[config.mk]
export PLATFORM = sky130hd
export DESIGN_NAME = alu_exec
export DESIGN_NICKNAME = d
export VERILOG_FILES = /design/src/rtl/alu_pkg.sv /design/src/rtl/alu_opnd_sel.sv /design/src/rtl/alu_arith.sv /design/src/rtl/alu_shift.sv /design/src/rtl/alu_logic.sv /design/src/rtl/alu_exec.sv
export SDC_FILE = /design/constraint.sdc
export NUM_CORES = 1
export LEC_CHECK = 0
export ABC_AREA = 1
export BUFFER_PORTS_ARGS = -buffer_cell sky130_fd_sc_hd__clkbuf_2
export CAP_MARGIN = 20
export CORE_MARGIN = 2
export CORE_UTILIZATION = 60
export DETAILED_ROUTE_END_ITERATION = 16
export PLACE_DENSITY = 0.84
export SYNTH_ARGS = -nofsm -noshare
export SYNTH_HDL_FRONTEND = slang
export SYNTH_SLANG_ARGS = --single-unit
[constraint.sdc]
create_clock -name vclk -period 10.86
set_input_delay 2.172 -clock vclk [all_inputs]
set_output_delay 2.172 -clock vclk [all_outputs]
set_load 0.1 [all_outputs]
[src/rtl/alu_pkg.sv]
package alu_pkg;
  typedef enum logic [3:0] {
    OP_ADD  = 4'd0,
    OP_SUB  = 4'd1,
    OP_SLL  = 4'd2,
    OP_SRL  = 4'd3,
    OP_AND  = 4'd4,
    OP_OR   = 4'd5,
    OP_NOR  = 4'd6,
    OP_XOR  = 4'd7,
    OP_ADDI = 4'd8,
    OP_ANDI = 4'd9,
    OP_ORI  = 4'd10,
    OP_XORI = 4'd11,
    OP_LUI  = 4'd12,
    OP_RSV0 = 4'd13,
    OP_RSV1 = 4'd14,
    OP_RSV2 = 4'd15
  } alu_op_e;
endpackage

[src/rtl/alu_opnd_sel.sv]
module alu_opnd_sel
  import alu_pkg::*;
#(
  parameter int DATA_W = 32,
  parameter int IMM_W  = 16
) (
  input  alu_op_e           op_i,
  input  logic [DATA_W-1:0] src_b_i,
  input  logic [IMM_W-1:0]  imm_i,
  output logic [DATA_W-1:0] opnd_b_o
);
  localparam int EXT_W = DATA_W - IMM_W;

  logic [DATA_W-1:0] imm_sext, imm_zext;
  assign imm_sext = {{EXT_W{imm_i[IMM_W-1]}}, imm_i};
  assign imm_zext = {{EXT_W{1'b0}}, imm_i};

  always_comb begin
    unique case (op_i)
      OP_ADDI:                  opnd_b_o = imm_sext;
      OP_ANDI, OP_ORI, OP_XORI: opnd_b_o = imm_zext;
      default:                  opnd_b_o = src_b_i;
    endcase
  end

  always_comb begin
    if (op_i == OP_ADDI) begin
      // upper part replicates the constant's sign
      a_r6_sign_ext: assert ((opnd_b_o[DATA_W-1:IMM_W-1] == '0 ||
                              opnd_b_o[DATA_W-1:IMM_W-1] == '1) &&
                             opnd_b_o[IMM_W-1:0] == imm_i)
        else $error("addi operand not sign extended");
    end
    if (op_i inside {OP_ANDI, OP_ORI, OP_XORI}) begin
      a_r7_zero_ext: assert (opnd_b_o[DATA_W-1:IMM_W] == '0 && opnd_b_o[IMM_W-1:0] == imm_i)
        else $error("logical constant not zero extended");
    end
  end
endmodule

[src/rtl/alu_arith.sv]
module alu_arith #(
  parameter int DATA_W = 32
) (
  input  logic [DATA_W-1:0] a_i,
  input  logic [DATA_W-1:0] b_i,
  input  logic              sub_i,
  output logic [DATA_W-1:0] sum_o
);
  logic [DATA_W-1:0] b_inv;
  assign b_inv = sub_i ? ~b_i : b_i;
  // carry-in of one completes two's complement negation; wraps silently
  assign sum_o = a_i + b_inv + {{(DATA_W-1){1'b0}}, sub_i};

  always_comb begin
    if (sub_i) begin
      a_r2_sub_inverse: assert (DATA_W'(sum_o + b_i) == a_i)
        else $error("difference plus subtrahend differs from minuend");
    end else begin
      a_r1_add_inverse: assert (DATA_W'(sum_o - b_i) == a_i)
        else $error("sum minus addend differs from first operand");
    end
  end
endmodule

[src/rtl/alu_shift.sv]
module alu_shift #(
  parameter int  DATA_W  = 32,
  parameter int  SHAMT_W = 5,
  parameter bit  LEFT    = 1'b1
) (
  input  logic [DATA_W-1:0]  a_i,
  input  logic [SHAMT_W-1:0] shamt_i,
  output logic [DATA_W-1:0]  res_o
);
  logic [DATA_W-1:0] stage [SHAMT_W+1];
  assign stage[0] = a_i;

  for (genvar s = 0; s < SHAMT_W; s++) begin : g_stage
    localparam int DIST = 1 << s;
    if (LEFT) begin : g_left
      assign stage[s+1] = shamt_i[s] ? {stage[s][DATA_W-1-DIST:0], {DIST{1'b0}}} : stage[s];
    end else begin : g_right
      assign stage[s+1] = shamt_i[s] ? {{DIST{1'b0}}, stage[s][DATA_W-1:DIST]} : stage[s];
    end
  end

  assign res_o = stage[SHAMT_W];

  always_comb begin
    if (shamt_i == '0) begin
      a_r3_zero_shift: assert (res_o == a_i) else $error("zero shift altered word");
    end
    if (shamt_i == SHAMT_W'(DATA_W-1)) begin
      if (LEFT) begin
        a_r3_full_left: assert (res_o == {a_i[0], {(DATA_W-1){1'b0}}})
          else $error("max left shift wrong");
      end else begin
        a_r4_full_right: assert (res_o == {{(DATA_W-1){1'b0}}, a_i[DATA_W-1]})
          else $error("max right shift wrong");
      end
    end
  end
endmodule

[src/rtl/alu_logic.sv]
module alu_logic #(
  parameter int DATA_W = 32
) (
  input  logic [DATA_W-1:0] a_i,
  input  logic [DATA_W-1:0] b_i,
  output logic [DATA_W-1:0] and_o,
  output logic [DATA_W-1:0] or_o,
  output logic [DATA_W-1:0] nor_o,
  output logic [DATA_W-1:0] xor_o
);
  assign and_o = a_i & b_i;
  assign or_o  = a_i | b_i;
  assign nor_o = ~or_o;
  assign xor_o = a_i ^ b_i;

  always_comb begin
    a_r5_and_nor_disjoint: assert ((and_o & nor_o) == '0)
      else $error("and and nor overlap");
    a_r5_xor_partition: assert ((and_o ^ xor_o) == or_o)
      else $error("xor and and do not partition or");
  end
endmodule

[src/rtl/alu_exec.sv]
module alu_exec
  import alu_pkg::*;
#(
  parameter int DATA_W  = 32,
  parameter int IMM_W   = 16,
  parameter int SHAMT_W = 5
) (
  input  logic [DATA_W-1:0]  src_a_i,
  input  logic [DATA_W-1:0]  src_b_i,
  input  logic [IMM_W-1:0]   imm_i,
  input  logic [SHAMT_W-1:0] shamt_i,
  input  logic [3:0]         op_i,
  output logic [DATA_W-1:0]  result_o
);
  localparam int LOW_W = DATA_W - IMM_W;

  alu_op_e op;
  assign op = alu_op_e'(op_i);

  logic [DATA_W-1:0] opnd_b, sum, shl, shr, and_r, or_r, nor_r, xor_r, lui_r;
  logic              is_sub;

  alu_opnd_sel #(.DATA_W(DATA_W), .IMM_W(IMM_W)) u_opnd_sel (
    .op_i(op), .src_b_i(src_b_i), .imm_i(imm_i), .opnd_b_o(opnd_b)
  );

  assign is_sub = (op == OP_SUB);

  alu_arith #(.DATA_W(DATA_W)) u_arith (
    .a_i(src_a_i), .b_i(opnd_b), .sub_i(is_sub), .sum_o(sum)
  );

  alu_shift #(.DATA_W(DATA_W), .SHAMT_W(SHAMT_W), .LEFT(1'b1)) u_shl (
    .a_i(src_a_i), .shamt_i(shamt_i), .res_o(shl)
  );

  alu_shift #(.DATA_W(DATA_W), .SHAMT_W(SHAMT_W), .LEFT(1'b0)) u_shr (
    .a_i(src_a_i), .shamt_i(shamt_i), .res_o(shr)
  );

  alu_logic #(.DATA_W(DATA_W)) u_logic (
    .a_i(src_a_i), .b_i(opnd_b),
    .and_o(and_r), .or_o(or_r), .nor_o(nor_r), .xor_o(xor_r)
  );

  assign lui_r = {imm_i, {LOW_W{1'b0}}};

  always_comb begin
    unique case (op)
      OP_ADD, OP_SUB, OP_ADDI: result_o = sum;
      OP_SLL:                  result_o = shl;
      OP_SRL:                  result_o = shr;
      OP_AND, OP_ANDI:         result_o = and_r;
      OP_OR, OP_ORI:           result_o = or_r;
      OP_NOR:                  result_o = nor_r;
      OP_XOR, OP_XORI:         result_o = xor_r;
      OP_LUI:                  result_o = lui_r;
      default:                 result_o = '0;
    endcase
  end

  always_comb begin
    if (op == OP_LUI) begin
      a_r8_lui_layout: assert (result_o[LOW_W-1:0] == '0 && result_o[DATA_W-1:LOW_W] == imm_i)
        else $error("upper load layout wrong");
    end
    if (op inside {OP_RSV0, OP_RSV1, OP_RSV2}) begin
      a_r10_unused_zero: assert (result_o == '0) else $error("unused code gave nonzero");
    end
    if (op inside {OP_ADD, OP_SUB, OP_AND, OP_OR, OP_NOR, OP_XOR}) begin
      a_r11_reg_operand: assert (opnd_b == src_b_i) else $error("register op used constant");
    end
  end
endmodule

## Yosys cells after proc, flatten, opt, wreduce, memory -nomap -nowiden

Cells that the tools add are included.

| storage, ports and cells | value |
|---|---|
| flip-flop bits (word level) | 0 |
| input port bits | 89 |
| word-level logic and storage cells | 38 |

| operators by class | value |
|---|---|
| $add $sub $neg | 2 |
| equal/unequal tests | 12 |
| mux-type cells | 13 |
| bitwise gates (word level) | 5 |
| reductions and logical operators | 6 |

Operators by type and width:

| cell | count |
|---|---|
| 32-bit 2-to-1 mux | 11 |
| 32-bit case mux with 8 select lines | 1 |
| 32-bit NOT | 2 |
| 32-bit case mux with 2 select lines | 1 |
| 32-bit by 1-bit adder with 32-bit output | 1 |
| 32-bit adder | 1 |
| 32-bit bitwise AND | 1 |
| 32-bit OR | 1 |
| 32-bit XOR | 1 |
| 4-bit equality test (second input constant) | 5 |
| 4-bit by 3-bit equality test with 1-bit output (second input constant) | 4 |
| 4-bit by 2-bit equality test with 1-bit output (second input constant) | 2 |
| 2-bit OR reduction | 3 |
| 3-bit OR reduction | 2 |
| 4-bit by 1-bit equality test with 1-bit output (second input constant) | 1 |
| 4-bit logical NOT | 1 |

## Logic depth before layout (Yosys ltp)

| depth | value |
|---|---|
| depth after elaboration | 8 |
| gate-level depth with buffers | 20 |
| gate-level depth less buffers | 19 |

## Hierarchy

From an unflattened synthesis, not the netlist that was laid out.

| second synthesis, totals | value |
|---|---|
| cell total of the unflattened synthesis | 1,990 |
| area, all modules | 9,922.0 sq um |

By module, submodules not included:

| module | times used | cells an instance | area an instance (sq um) | seq. area each (sq um) |
|---|---|---|---|---|
| alu_arith | 1 | 480 | 2,607.5 | 0.0 |
| alu_exec | 1 | 512 | 2,170.8 | 0.0 |
| alu_shift (u_shr) | 1 | 361 | 1,609.0 | 0.0 |
| alu_shift (u_shl) | 1 | 354 | 1,595.3 | 0.0 |
| alu_logic | 1 | 192 | 1,561.5 | 0.0 |
| alu_opnd_sel | 1 | 91 | 377.9 | 0.0 |

## Worst setup path before layout

Ideal clock, no wire load.

| timing path | value |
|---|---|
| path kind | input -> output |
| from | input port op_i[0] |
| to | output port result_o[20] |
| arrival time | 6,304 ps |
| data required time | 8,688 ps |
| slack | 2,384 ps |
| stages on the path | 14 |
| buffers on the path | 1 |
| path through | inv_2 > nor2_1 > nand2_1 > buf_1 > xnor2_1 > ha_1 > a21oi_1 > o21ai_0 > a21oi_1 > o21ai_0 > a21o_1 > nand2_1 > nand2_1 > o21ai_0 |

| on the way | value |
|---|---|
| word-level cells in the longest chain between the ends | 8 |
| elaborated cells on any way between the ends | 28 |
| classes of those cells | 2 x add/sub; 12 x eq/ne; 3 x mux; 5 x bitwise; 6 x reduce/logical |

Ends and longest elaborated chain:

| element | RTL line | RTL |
|---|---|---|
| from (decl) | alu_exec.sv:12 | `input logic [3:0] op_i,` |
| 4-bit equality test | - |  |
| 3-bit OR reduction | alu_opnd_sel.sv:19 | `unique case (op_i)` |
| 32-bit case mux with 2 select lines | alu_opnd_sel.sv:19 |  |
| 32-bit NOT | alu_arith.sv:10 | `assign b_inv = sub_i ? ~b_i : b_i;` |
| 32-bit 2-to-1 mux | alu_arith.sv:10 |  |
| 32-bit adder | alu_arith.sv:12 | `assign sum_o = a_i + b_inv + {{(DATA_W-1){1'b0}}, sub_i};` |
| 32-bit by 1-bit adder with 32-bit output | alu_arith.sv:12 |  |
| 32-bit case mux with 8 select lines * | alu_exec.sv:49 | `unique case (op)` |
| to (decl) | alu_exec.sv:13 | `output logic [DATA_W-1:0] result_o` |

Mark *: on every way between the ends. The rest lies on a longest branch, timed or not.

## Worst setup path in the final report

| timing path | value |
|---|---|
| from | input port op_i[0] |
| to | output port result_o[24] |

Same word-level chain as after synthesis.

==> run_results.csv <==
group,metric,value,unit
status,status,"finished, final reports clean",
grt,grt_pass1_wl,51.1,mm
min_path,hp-start,"imm_i[9]",
grt,grt_max_degree,73,
setup_path,crit_type,"in2out",
clocking,cts_hold_buffers,0,
timing,max_freq,123,MHz
synth,synthXorXnorAreaFrac,3.55,%
routing,ant_nets,0,
routing,wl,33.9,mm
synth,synth_cells,1494,
timing,slew_violations,0,
flow_run,maxCapViolations,0,
timing,worstMarginPinSlew,1.13,ns
synth,synth_fp_nets,1682,
placed_design,pre_cts_slack,2.85,ns
placed_design,portBuffers,121,
die,initial_core_util,62.0,%
layout,fin_cells,1721,
layout,n_clock_buffer,0,
layout,multi_input_area,6860,µm²
die,die_area,14100,µm²
setup_path,critical_path.cell_chain,"clkbuf_2 > inv_2 > nor2_1 > nand2_2 > xnor2_1 > inv_1 > fa_1 > inv_1 > nand3_1 > nand3_1 > a21boi_1 > o21ai_0 > nand3_1 > nand4_1 > nand3_1 > nand3_1 > clkbuf_2",
die,pin_count,121,
layout,design.seq.count,0,
die,rows,41,
die,die_h,119,µm
placed_design,dp_cells,1720,
min_path,min_to,"result_o[25]",
timing,slew-limit-headroom,24.8,%
timing,setup_violations,0,
layout,area.growth.synth_to_final,6.95,%
timing,timing.final.ws_setup,2.72,ns
timing,period_minus_slack,8.14,ns
setup_path,max_stage_delay,0.57,ns
setup_path,critPathSlowestCell,"nand2_2",
synth,yosys_warnings,0,
synth,synth_area_leaders,"nand2_1 20%, ha_1 16%, o21ai_0 8.6%",
setup_path,path_max_fanout,32,
synth,synth_top_family_by_area,"simple AND/OR/NAND/NOR gates",
placed_design,hpwl,27.2,mm
timing,finalHoldViolCount,0,
routing,dr_total_vias,10700,
grt,grt_pass1_vias,9195,
min_path,hp-class,"in2out",
layout,seqCellArea,0,µm²
setup_path,cp_num_buf_inv,5,
routing,route.detailed.drc,0,
synth,synth_cell_types,48,
timing,setup_tns,0,ns
synth,ys_seq_area_share,0,%
layout,final_common_cell,"nand2_1",
setup_path,crit_family,"simple AND/OR/NAND/NOR gates",
synth,netlist.area_leader.share,20.1,%
synth,synth-simple-area-share,35.2,%
setup_path,cp_common_cell,"nand3_1",
grt,track_usage,46.0,%
layout,final_nets,1738,
placed_design,gp_congestion,1.06,
routing,first_pass_iters,6,
timing,grt_setup_unrepaired,"no",
routing,via_per_inst,6.22,
min_path,min_path_cells,6,
synth,syn_avg_cell_area,5.28,µm²
setup_path,end_kind,"primary output",
setup_path,arrival,5.97,ns
timing,post-route-period-util,75.0,%
layout,most-common-layout-cells,"422 x nand2_1, 171 x inv_1, 136 x o21ai_0, 121 x clkbuf_2, 107 x nor2_1",
die,core_area,12700,µm²
synth,muxShareOfSynthArea,2.41,%
synth,yosys.area.top_type,"nand2_1",
synth,synth-compound-area-share,29.9,%
clocking,post_cts_buffers,0,
grt,gr-total-overflow,0,
routing,first_iter_violations,1688,
setup_path,required,8.69,ns
synth,netlist_area,7890,µm²
clocking,ctsResizeCount,0,
die,die_w,119,µm
layout,layout-drive-gt1-share,11.2,%
setup_path,startpoint_type,"input pin",
synth,synth_fa_ha_area_share,15.8,%
grt,antenna_found_initial,2,
layout,final.fill_count,1362,
routing,wl_per_cell,19.7,µm
-- per-layer routing --
layer / up-vias / share of wire (%) / track usage, %
met4: 4 / 7.7 / 26.9
met2: 864 / 40 / 69.6
met5: - / 0.071 / 0
met1: 4607 / 39 / 60.7
met3: 146 / 13 / 8.16
li1: 5085 / - / -
-- synthesized netlist by cell type, types with 6 or more instances --
library cell  count
a211oi_1         12
a21oi_1          88
buf_1            14
buf_2            32
clkbuf_1         24
ha_1             98
inv_1           171
inv_2            12
mux2i_1          19
nand2_1         423
nand2_2           6
nand3_1          75
nand4_1          18
nor2_1          108
nor3_1           14
o2111ai_1         8
o211ai_1         24
o21a_1           14
o21ai_0         136
o21ai_1          91
o21ai_2          12
o21bai_1          8
or2_1             7
or2_2             6
xnor2_1          15
xor2_1           17
-- worst max path at each step --
| stage | from | endpoint | slack, ns | cells after the start |
|---|---|---|---|---|
| 3_5_place_dp | op_i[0] | result_o[24] | 2.85 | 17 |
| 6_report | op_i[0] | result_o[24] | 2.72 | 17 |
| 5_1_grt | op_i[0] | result_o[28] | 2.46 | 18 |
| 2_1_floorplan | op_i[0] | result_o[20] | 2.38 | 14 |
| 4_1_cts | op_i[0] | result_o[24] | 2.85 | 17 |
| 3_3_place_gp | op_i[0] | result_o[24] | 2.96 | 17 |
-- final cells by class --
class	instances	area share, %
Timing Repair Buffer	130	7.98
Tap cell	172	2.55
Inverter	183	8.14
Antenna cell	1	0.0297
Multi-Input combinational cell	1235	81.3
-- per-stage QoR --
step / area, µm² / util [%] / hold slack [ns]
final: 8440 / 66.3 / 5.21
after global routing: 8440 / 66.3 / 5.24
after CTS: 8440 / 66.3 / 5.20
after detailed placement: 8440 / 66.3 / 5.20
after global placement: 8440 / 66.3 / 5.20
after floorplan: 7890 / - / 5.12
-- cells by family (layout without fill, tap and decap cells) --
logic type / count (synthesis) / in the layout
xor gates and xnor gates: 32 / 32
AOI/OAI and AO/OA: 414 / 414
muxes: 19 / 19
buffers and inverters: 259 / 313
other: 0 / 1
and+or+nand+nor: 671 / 671
adders and majority gates: 99 / 99
